<file path="src/rtl/mem_area_pkg.sv">
package mem_area_pkg;

  typedef enum logic [1:0] {
    AR_NONE = 2'd0,
    AR_3    = 2'd1,
    AR_4    = 2'd2,
    AR_5    = 2'd3
  } area_e;

  localparam logic [2:0] CODE_AREA3 = 3'b011;
  localparam logic [2:0] CODE_AREA4 = 3'b100;
  localparam logic [2:0] CODE_AREA5 = 3'b101;

  localparam logic [1:0] WID_WORD = 2'd1;

endpackage

</file>
<file path="src/rtl/area_decode.sv">
module area_decode
  import mem_area_pkg::*;
#(
  parameter int A3_WAIT_W   = 2,
  parameter int A4_WAIT_W   = 4,
  parameter int A5_WAIT_W   = 2,
  parameter int A4_WAIT_MAX = 10,
  parameter int CNT_W       = 4
) (
  input  logic [3:0]           sel_i,
  input  logic                 card_mode_i,
  input  logic [A3_WAIT_W-1:0] a3_wait_i,
  input  logic [A4_WAIT_W-1:0] a4_wait_i,
  input  logic [A5_WAIT_W-1:0] a5_wait_i,
  input  logic [1:0]           a3_width_i,
  input  logic [1:0]           a4_width_i,
  input  logic [1:0]           a5_width_i,
  output area_e                area_o,
  output logic [CNT_W-1:0]     wait_cnt_o,
  output logic [1:0]           width_o,
  output logic                 card_mem_o,
  output logic                 card_io_o
);

  // sel_i[3:1] is the area code, sel_i[0] the half-of-area bit
  logic [2:0] code;
  logic       upper_half;

  assign code       = sel_i[3:1];
  assign upper_half = sel_i[0];

  always_comb begin
    area_o     = AR_NONE;
    wait_cnt_o = '0;
    width_o    = '0;
    card_mem_o = 1'b0;
    card_io_o  = 1'b0;
    unique case (code)
      CODE_AREA3: begin
        area_o     = AR_3;
        wait_cnt_o = CNT_W'(a3_wait_i);
        width_o    = a3_width_i;
      end
      CODE_AREA4: begin
        area_o  = AR_4;
        width_o = a4_width_i;
        if (int'(a4_wait_i) > A4_WAIT_MAX) wait_cnt_o = CNT_W'(A4_WAIT_MAX);
        else                               wait_cnt_o = CNT_W'(a4_wait_i);
      end
      CODE_AREA5: begin
        area_o     = AR_5;
        wait_cnt_o = CNT_W'(a5_wait_i);
        if (card_mode_i) begin
          width_o    = a5_width_i[1] ? WID_WORD : a5_width_i;
          card_mem_o = !upper_half;
          card_io_o  = upper_half;
        end else begin
          width_o = a5_width_i;
        end
      end
      default: ;
    endcase
  end

endmodule

</file>
<file path="src/rtl/wait_seq.sv">
module wait_seq #(
  parameter int CNT_W = 4
) (
  input  logic             clk_i,
  input  logic             rst_n_i,
  input  logic             start_i,
  input  logic [CNT_W-1:0] load_i,
  input  logic             hold_i,
  output logic             busy_o,
  output logic             last_o
);

  typedef enum logic {S_IDLE, S_RUN} st_e;

  st_e              st_q, st_d;
  logic [CNT_W-1:0] cnt_q, cnt_d;

  always_comb begin
    st_d  = st_q;
    cnt_d = cnt_q;
    unique case (st_q)
      S_IDLE: begin
        if (start_i) begin
          st_d  = S_RUN;
          cnt_d = load_i;
        end
      end
      S_RUN: begin
        if (cnt_q != '0)  cnt_d = cnt_q - CNT_W'(1);
        else if (!hold_i) st_d  = S_IDLE;
      end
      default: st_d = S_IDLE;
    endcase
  end

  always_ff @(posedge clk_i or negedge rst_n_i) begin
    if (!rst_n_i) begin
      st_q  <= S_IDLE;
      cnt_q <= '0;
    end else begin
      st_q  <= st_d;
      cnt_q <= cnt_d;
    end
  end

  assign busy_o = (st_q == S_RUN);
  assign last_o = busy_o && (cnt_q == '0) && !hold_i;

  // a held access stays running into the next cycle
  a_r6_hold_keeps_busy: assert property (@(posedge clk_i) disable iff (!rst_n_i)
    (busy_o && hold_i) |=> busy_o);

endmodule

</file>
<file path="src/rtl/mem_area_ctl.sv">
module mem_area_ctl
  import mem_area_pkg::*;
#(
  parameter int ADDR_W      = 32,
  parameter int AREA_LSB    = 26,
  parameter int A3_WAIT_W   = 2,
  parameter int A4_WAIT_W   = 4,
  parameter int A5_WAIT_W   = 2,
  parameter int A4_WAIT_MAX = 10,
  parameter int LANES       = 4
) (
  input  logic                 clk_i,
  input  logic                 rst_n_i,
  input  logic                 req_i,
  input  logic [ADDR_W-1:0]    addr_i,
  input  logic                 wr_i,
  input  logic [LANES-1:0]     be_i,
  input  logic                 card_mode_i,
  input  logic [A3_WAIT_W-1:0] a3_wait_i,
  input  logic [A4_WAIT_W-1:0] a4_wait_i,
  input  logic [A5_WAIT_W-1:0] a5_wait_i,
  input  logic [1:0]           a3_width_i,
  input  logic [1:0]           a4_width_i,
  input  logic [1:0]           a5_width_i,
  input  logic                 wait_n_i,
  output logic [2:0]           cs_n_o,
  output logic                 rd_n_o,
  output logic [LANES-1:0]     we_n_o,
  output logic [1:0]           width_o,
  output logic                 card_mem_o,
  output logic                 card_io_o,
  output logic                 done_o,
  output logic                 err_o
);

  localparam int A3_MAX   = (1 << A3_WAIT_W) - 1;
  localparam int A5_MAX   = (1 << A5_WAIT_W) - 1;
  localparam int MAX_35   = (A3_MAX > A5_MAX) ? A3_MAX : A5_MAX;
  localparam int WAIT_MAX = (A4_WAIT_MAX > MAX_35) ? A4_WAIT_MAX : MAX_35;
  localparam int CNT_W    = $clog2(WAIT_MAX + 1);
  localparam int SEL_LSB  = AREA_LSB - 1;

  // reset: asserted asynchronously, released on the clock
  logic [1:0] rst_sync_q;
  logic       rst_n;

  always_ff @(posedge clk_i or negedge rst_n_i) begin
    if (!rst_n_i) rst_sync_q <= '0;
    else          rst_sync_q <= {rst_sync_q[0], 1'b1};
  end
  assign rst_n = rst_sync_q[1];

  logic unused_addr_bits;
  assign unused_addr_bits = ^{addr_i[ADDR_W-1:AREA_LSB+3], addr_i[SEL_LSB-1:0]};

  // decode of the incoming address
  area_e            dec_area;
  logic [CNT_W-1:0] dec_wait;
  logic [1:0]       dec_width;
  logic             dec_cmem, dec_cio;

  area_decode #(
    .A3_WAIT_W  (A3_WAIT_W),
    .A4_WAIT_W  (A4_WAIT_W),
    .A5_WAIT_W  (A5_WAIT_W),
    .A4_WAIT_MAX(A4_WAIT_MAX),
    .CNT_W      (CNT_W)
  ) u_decode (
    .sel_i      (addr_i[AREA_LSB+2:SEL_LSB]),
    .card_mode_i(card_mode_i),
    .a3_wait_i  (a3_wait_i),
    .a4_wait_i  (a4_wait_i),
    .a5_wait_i  (a5_wait_i),
    .a3_width_i (a3_width_i),
    .a4_width_i (a4_width_i),
    .a5_width_i (a5_width_i),
    .area_o     (dec_area),
    .wait_cnt_o (dec_wait),
    .width_o    (dec_width),
    .card_mem_o (dec_cmem),
    .card_io_o  (dec_cio)
  );

  // access timing
  logic busy, last, accept, hold;
  area_e area_q;

  assign accept = req_i && !busy;
  assign hold   = (area_q == AR_4) && !wait_n_i;

  wait_seq #(.CNT_W(CNT_W)) u_seq (
    .clk_i  (clk_i),
    .rst_n_i(rst_n),
    .start_i(accept),
    .load_i (dec_wait),
    .hold_i (hold),
    .busy_o (busy),
    .last_o (last)
  );

  // access attributes captured with an explicit clock enable
  logic             wr_q, cmem_q, cio_q;
  logic [LANES-1:0] be_q;
  logic [1:0]       width_q;

  always_ff @(posedge clk_i or negedge rst_n) begin
    if (!rst_n) begin
      area_q  <= AR_NONE;
      wr_q    <= 1'b0;
      be_q    <= '0;
      width_q <= '0;
      cmem_q  <= 1'b0;
      cio_q   <= 1'b0;
    end else if (accept) begin
      area_q  <= dec_area;
      wr_q    <= wr_i;
      be_q    <= be_i;
      width_q <= dec_width;
      cmem_q  <= dec_cmem;
      cio_q   <= dec_cio;
    end
  end

  // pin drive
  logic active;
  assign active = busy && (area_q != AR_NONE);

  for (genvar g = 0; g < 3; g++) begin : g_cs
    assign cs_n_o[g] = !(busy && (area_q == area_e'(g + 1)));
  end

  assign rd_n_o     = !(active && !wr_q);
  assign we_n_o     = (active && wr_q) ? ~be_q : '1;
  assign width_o    = busy ? width_q : '0;
  assign card_mem_o = busy && cmem_q;
  assign card_io_o  = busy && cio_q;
  assign done_o     = last;
  assign err_o      = busy && (area_q == AR_NONE);

  // never more than one chip select at a time
  a_r2_cs_onehot: assert property (@(posedge clk_i) disable iff (!rst_n_i)
    $onehot0(~cs_n_o));

  // strobes only together with a chip select
  a_r7_strobe_needs_cs: assert property (@(posedge clk_i) disable iff (!rst_n_i)
    (!rd_n_o || we_n_o != '1) |-> (cs_n_o != 3'b111));

  // pins held steady until the final cycle
  a_r3_pins_held: assert property (@(posedge clk_i) disable iff (!rst_n_i)
    (cs_n_o != 3'b111 && !done_o) |=>
      ($stable(cs_n_o) && $stable(rd_n_o) && $stable(we_n_o)));

  // done lasts a single cycle
  a_r11_done_single: assert property (@(posedge clk_i) disable iff (!rst_n_i)
    done_o |=> !done_o);

  // error completion drives no chip select
  a_r10_err_quiet: assert property (@(posedge clk_i) disable iff (!rst_n_i)
    err_o |-> (done_o && cs_n_o == 3'b111));

  // a low wait input keeps an area 4 access alive
  a_r6_wait_extends: assert property (@(posedge clk_i) disable iff (!rst_n_i)
    (!cs_n_o[1] && !wait_n_i) |=> !cs_n_o[1]);

  // card windows never report longword width
  a_r9_card_width: assert property (@(posedge clk_i) disable iff (!rst_n_i)
    (card_mem_o || card_io_o) |-> (!cs_n_o[2] && !width_o[1]));

endmodule

</file>
<file path="config.mk">
export PLATFORM = sky130hd
export DESIGN_NAME = mem_area_ctl
export DESIGN_NICKNAME = d
export VERILOG_FILES = /design/src/rtl/mem_area_pkg.sv /design/src/rtl/area_decode.sv /design/src/rtl/wait_seq.sv /design/src/rtl/mem_area_ctl.sv
export SDC_FILE = /design/constraint.sdc
export NUM_CORES = 1
export LEC_CHECK = 0
export BUFFER_PORTS_ARGS = -buffer_cell sky130_fd_sc_hd__buf_2
export CAP_MARGIN = 20
export CORE_ASPECT_RATIO = 0.75
export CORE_MARGIN = 1.5
export CORE_UTILIZATION = 43
export CTS_CLUSTER_DIAMETER = 50
export DETAILED_ROUTE_END_ITERATION = 10
export GPL_TIMING_DRIVEN = 0
export PLACE_DENSITY = 0.91
export SYNTH_ARGS = -nofsm -noshare
export SYNTH_HDL_FRONTEND = slang
export SYNTH_SLANG_ARGS = --single-unit
</file>
<file path="constraint.sdc">
create_clock -name clk_i -period 1.7 [get_ports clk_i]
set_input_delay 0.17 -clock clk_i [delete_from_list [all_inputs] [get_ports clk_i]]
set_output_delay 0.17 -clock clk_i [all_outputs]
set_load 0.05 [all_outputs]
</file>
==> results.md <==
- CTS tree: done
- Worst Setup EP: done_o
- Max Root-Sink Buffers: 2
- Synthesis-stage register bit count: 18
- Syn Nets: 176
- Via count of the routed design: 1,053
- Register area: 450 µm²
- Initial Utilization: 45.9%
- Worst IR Drop VDD: roughly 450 µV
- Post-synth EDFFs: 0
- Number of antenna-violating nets in the routed design: 0
- Largest net degree at the start of global routing: 17
- Fraction of registers with async set or reset after synthesis: 100%
- Status: completed
- Vias/cell: 5.16
- Hold/Removal Path Class: primary input to flip-flop
- PwrDens: 1710 nW/µm²
- RSZ-0062 raised after global routing: yes
- WP buf/inv: 2
- R2R Path Start: u_seq.cnt_q[0]$_DFFE_PN0P_
- Fin nets: 229
- Fraction of final layout cells with drive strength greater than 1: 40.6%
- Hpwl dp: approximately 1900 µm
- Final std cells w/o fill: 204
- Multi-input gate area: between 500 and 600 µm²
- Worst Path Arrival: approximately 1.5 ns
- Final Skew: 0.00697 ns
- GP Congestion: ~0.78
- Max_cap viols: 0
- Synth warn: 0
- Initial antenna violation count: 0
- Total negative slack: 0 ns
- R2R cell count: 7
- Core Util, Final: 62.7%
- # setup viols final: 0
- Achievable Freq: 591 MHz
- First-pass GRT wire length: 3880 µm
- Post-Synthesis Cell Area: 1060 µm²
- Syn_area_per_cell: 8.97 µm²
- Top_reg_cell synth: dfrtp_1
- DIE WIDTH: 60.3 µm
- Clock slew at reported path FFs: 0.11 ns
- Drt first pass iters: 4
- Least-Margin Pin Slew: 0.633 ns
- Worst reg2reg endpoint: u_seq.cnt_q[2]$_DFFE_PN0P_
- Worst path top cell family by delay: simple AND/OR/NAND/NOR gates
- Synth cell types: 40
- CP startpoint kind: flip-flop
- Die area: 2770 µm²
- # DRC: 0
- H-tree depth: 1
- Launch point of the worst path: u_seq.cnt_q[0]$_DFFE_PN0P_
- Worst skew pair latency: around 0.29 ns
- Pleak: 0.000679 µW
- Most frequent cells in the layout: buf_2 (39), nand2_1 (28), dfrtp_1 (18)
- Placed Cells: 192
- Clock Sink Count: 18
- Max Slew Vio Count: 0
- Initial DRC Count: 58
- Crit Path Max Fanout: 2
- Hold_sp: be_i[2]
- Count of buffers inserted at the top-level ports: 40
- Relative max-transition margin: a little under 60%
- # diodes: 0
- Post-Synthesis Cells: 118
- CTS buffer count: 3
- Slowest stage delay, CP: 0.41 ns
- Post-Route WL: 2580 µm
- Worst path depth: 6
- Clock period minus worst slack: 1.69 ns
- Most common cell after layout, fill and taps aside: buf_2
- Crit path cell chain: inv_2, ha_4, nor3b_4, nand2_2, nor2_4, buf_8
- Final hold slack: a little under 0.07 ns
- CP endpoint kind: primary output
- # IOs: 70
- Reg2Reg Setup Slack: between 0.15 and 0.2 ns
- Cell row count: 15
- Die Y: 46.0 µm
- CP max-delay cell: dfrtp_1
- GR Overflow Total: 0
- Seq/Total Area, Yosys: 42.6%
- Root Buffer: clkbuf_4
- Fillcell total: between 200 and 250
- CORE AREA: 2310 µm²
- Req. time, crit path: 1.53 ns
- Aggregate global-route resource usage: 19.6%
- Routed len/inst: 12.6 µm
- WS Path Type: flip-flop to primary output
- Area growth syn-to-layout: 36.8%
- Vias in the first global route: 887
- Period utilization: 99.5%
- Final Hold Violating Endpoints: 0
where the power goes:
part | internal [µW] | leakage (µW) | switching (µW) | total [µW]
Combinational | 568 | 0.000434 | 902 | 1470
Sequential | 595 | 0.000224 | 144 | 739
Clock | 130 | 0.0000210 | 132 | 263
registers in the layout (all words and copies together) (netlist names):
name          count
wr_q              1
u_seq.busy_o      1
cmem_q            1
area_q            2
cio_q             1
rst_sync_q        2
u_seq.cnt_q       4
be_q              4
width_q           2
tightest hold or removal path, stage by stage:
cell and delay [ns]:
buf_2 0.08, nand2_1 0.04, nand2_1 0.05
worst min path at each step:
stage	to	slack (ns)	cells past startpoint
6_report	be_q[2]$_DFFE_PN0P_	0.07	3
5_1_grt	cmem_q$_DFFE_PN0P_	0.07	2
4_1_cts	be_q[3]$_DFFE_PN0P_	0.06	3
3_5_place_dp	rst_sync_q[1]$_DFF_PN0_	-0.04	1
3_3_place_gp	rst_sync_q[1]$_DFF_PN0_	-0.04	1
2_1_floorplan	rst_sync_q[0]$_DFF_PN0_	-0.13	0
cells in the mapped netlist, types with 2 or more instances:
master	count	share of area, %
o21ai_0	10	4.7
and2_1	4	2.4
dfrtp_1	18	43
nor3b_1	2	1.4
a32oi_1	3	2.5
nand3b_1	2	1.4
nor2_1	4	1.4
a22oi_1	2	1.4
nand3_1	3	1.4
clkbuf_1	2	0.71
nor2b_1	2	1.2
a32o_1	2	1.9
nand2_1	29	10
inv_1	4	1.4
a21oi_1	3	1.4
ha_1	2	2.4
o21ai_1	3	1.4
final cells by class:
| cell class | instances | area share [%] |
|---|---|---|
| Buffer | 5 | 2.68 |
| Clock buffer | 4 | 2.51 |
| Inverter | 4 | 1.04 |
| Multi-Input combinational cell | 91 | 40.7 |
| Sequential cell | 18 | 31.1 |
| Tap cell | 34 | 2.94 |
| Timing Repair Buffer | 48 | 19.0 |
stage by stage:
step	instance area [µm²]	power [µW]	setup slack, ns
2_1_floorplan	1070	1690	0.0508
3_3_place_gp	1310	1920	0.123
3_5_place_dp	1310	1990	0.0430
4_1_cts	1400	2360	0.000703
5_1_grt	1450	2630	-0.0644
6_report	1450	2470	0.00916
cell families after synthesis:
group	count (synthesis)	share of synthesized area (%)
and+or+nand+nor	56	28.8
AOI/OAI and AO/OA	31	20.1
DFF	18	42.6
buffers and inverters	9	4.96
adders and majority gates	2	2.36
xor gates and xnor gates	1	0.828
other	1	0.354
routing by layer:
| metal | vias up | track usage (%) | part of all wire (%) |
|---|---|---|---|
| met3 | 8 | 1.70 | 8.2 |
| met2 | 62 | 32.8 | 48 |
| li1 | 517 | - | - |
| met5 | - | 0 | 0 |
| met1 | 466 | 25.4 | 43 |
| met4 | 0 | 10.2 | 1.4 |
repair_timing:
action,CTS,global route
endpoints found under the setup margin,8,2
buffers inserted,3,4
gates resized for setup,10,2
hold endpoints to repair,2,0
hold buffers,1,0
pin swaps,2,2
Power figures use the tool's default switching activity.
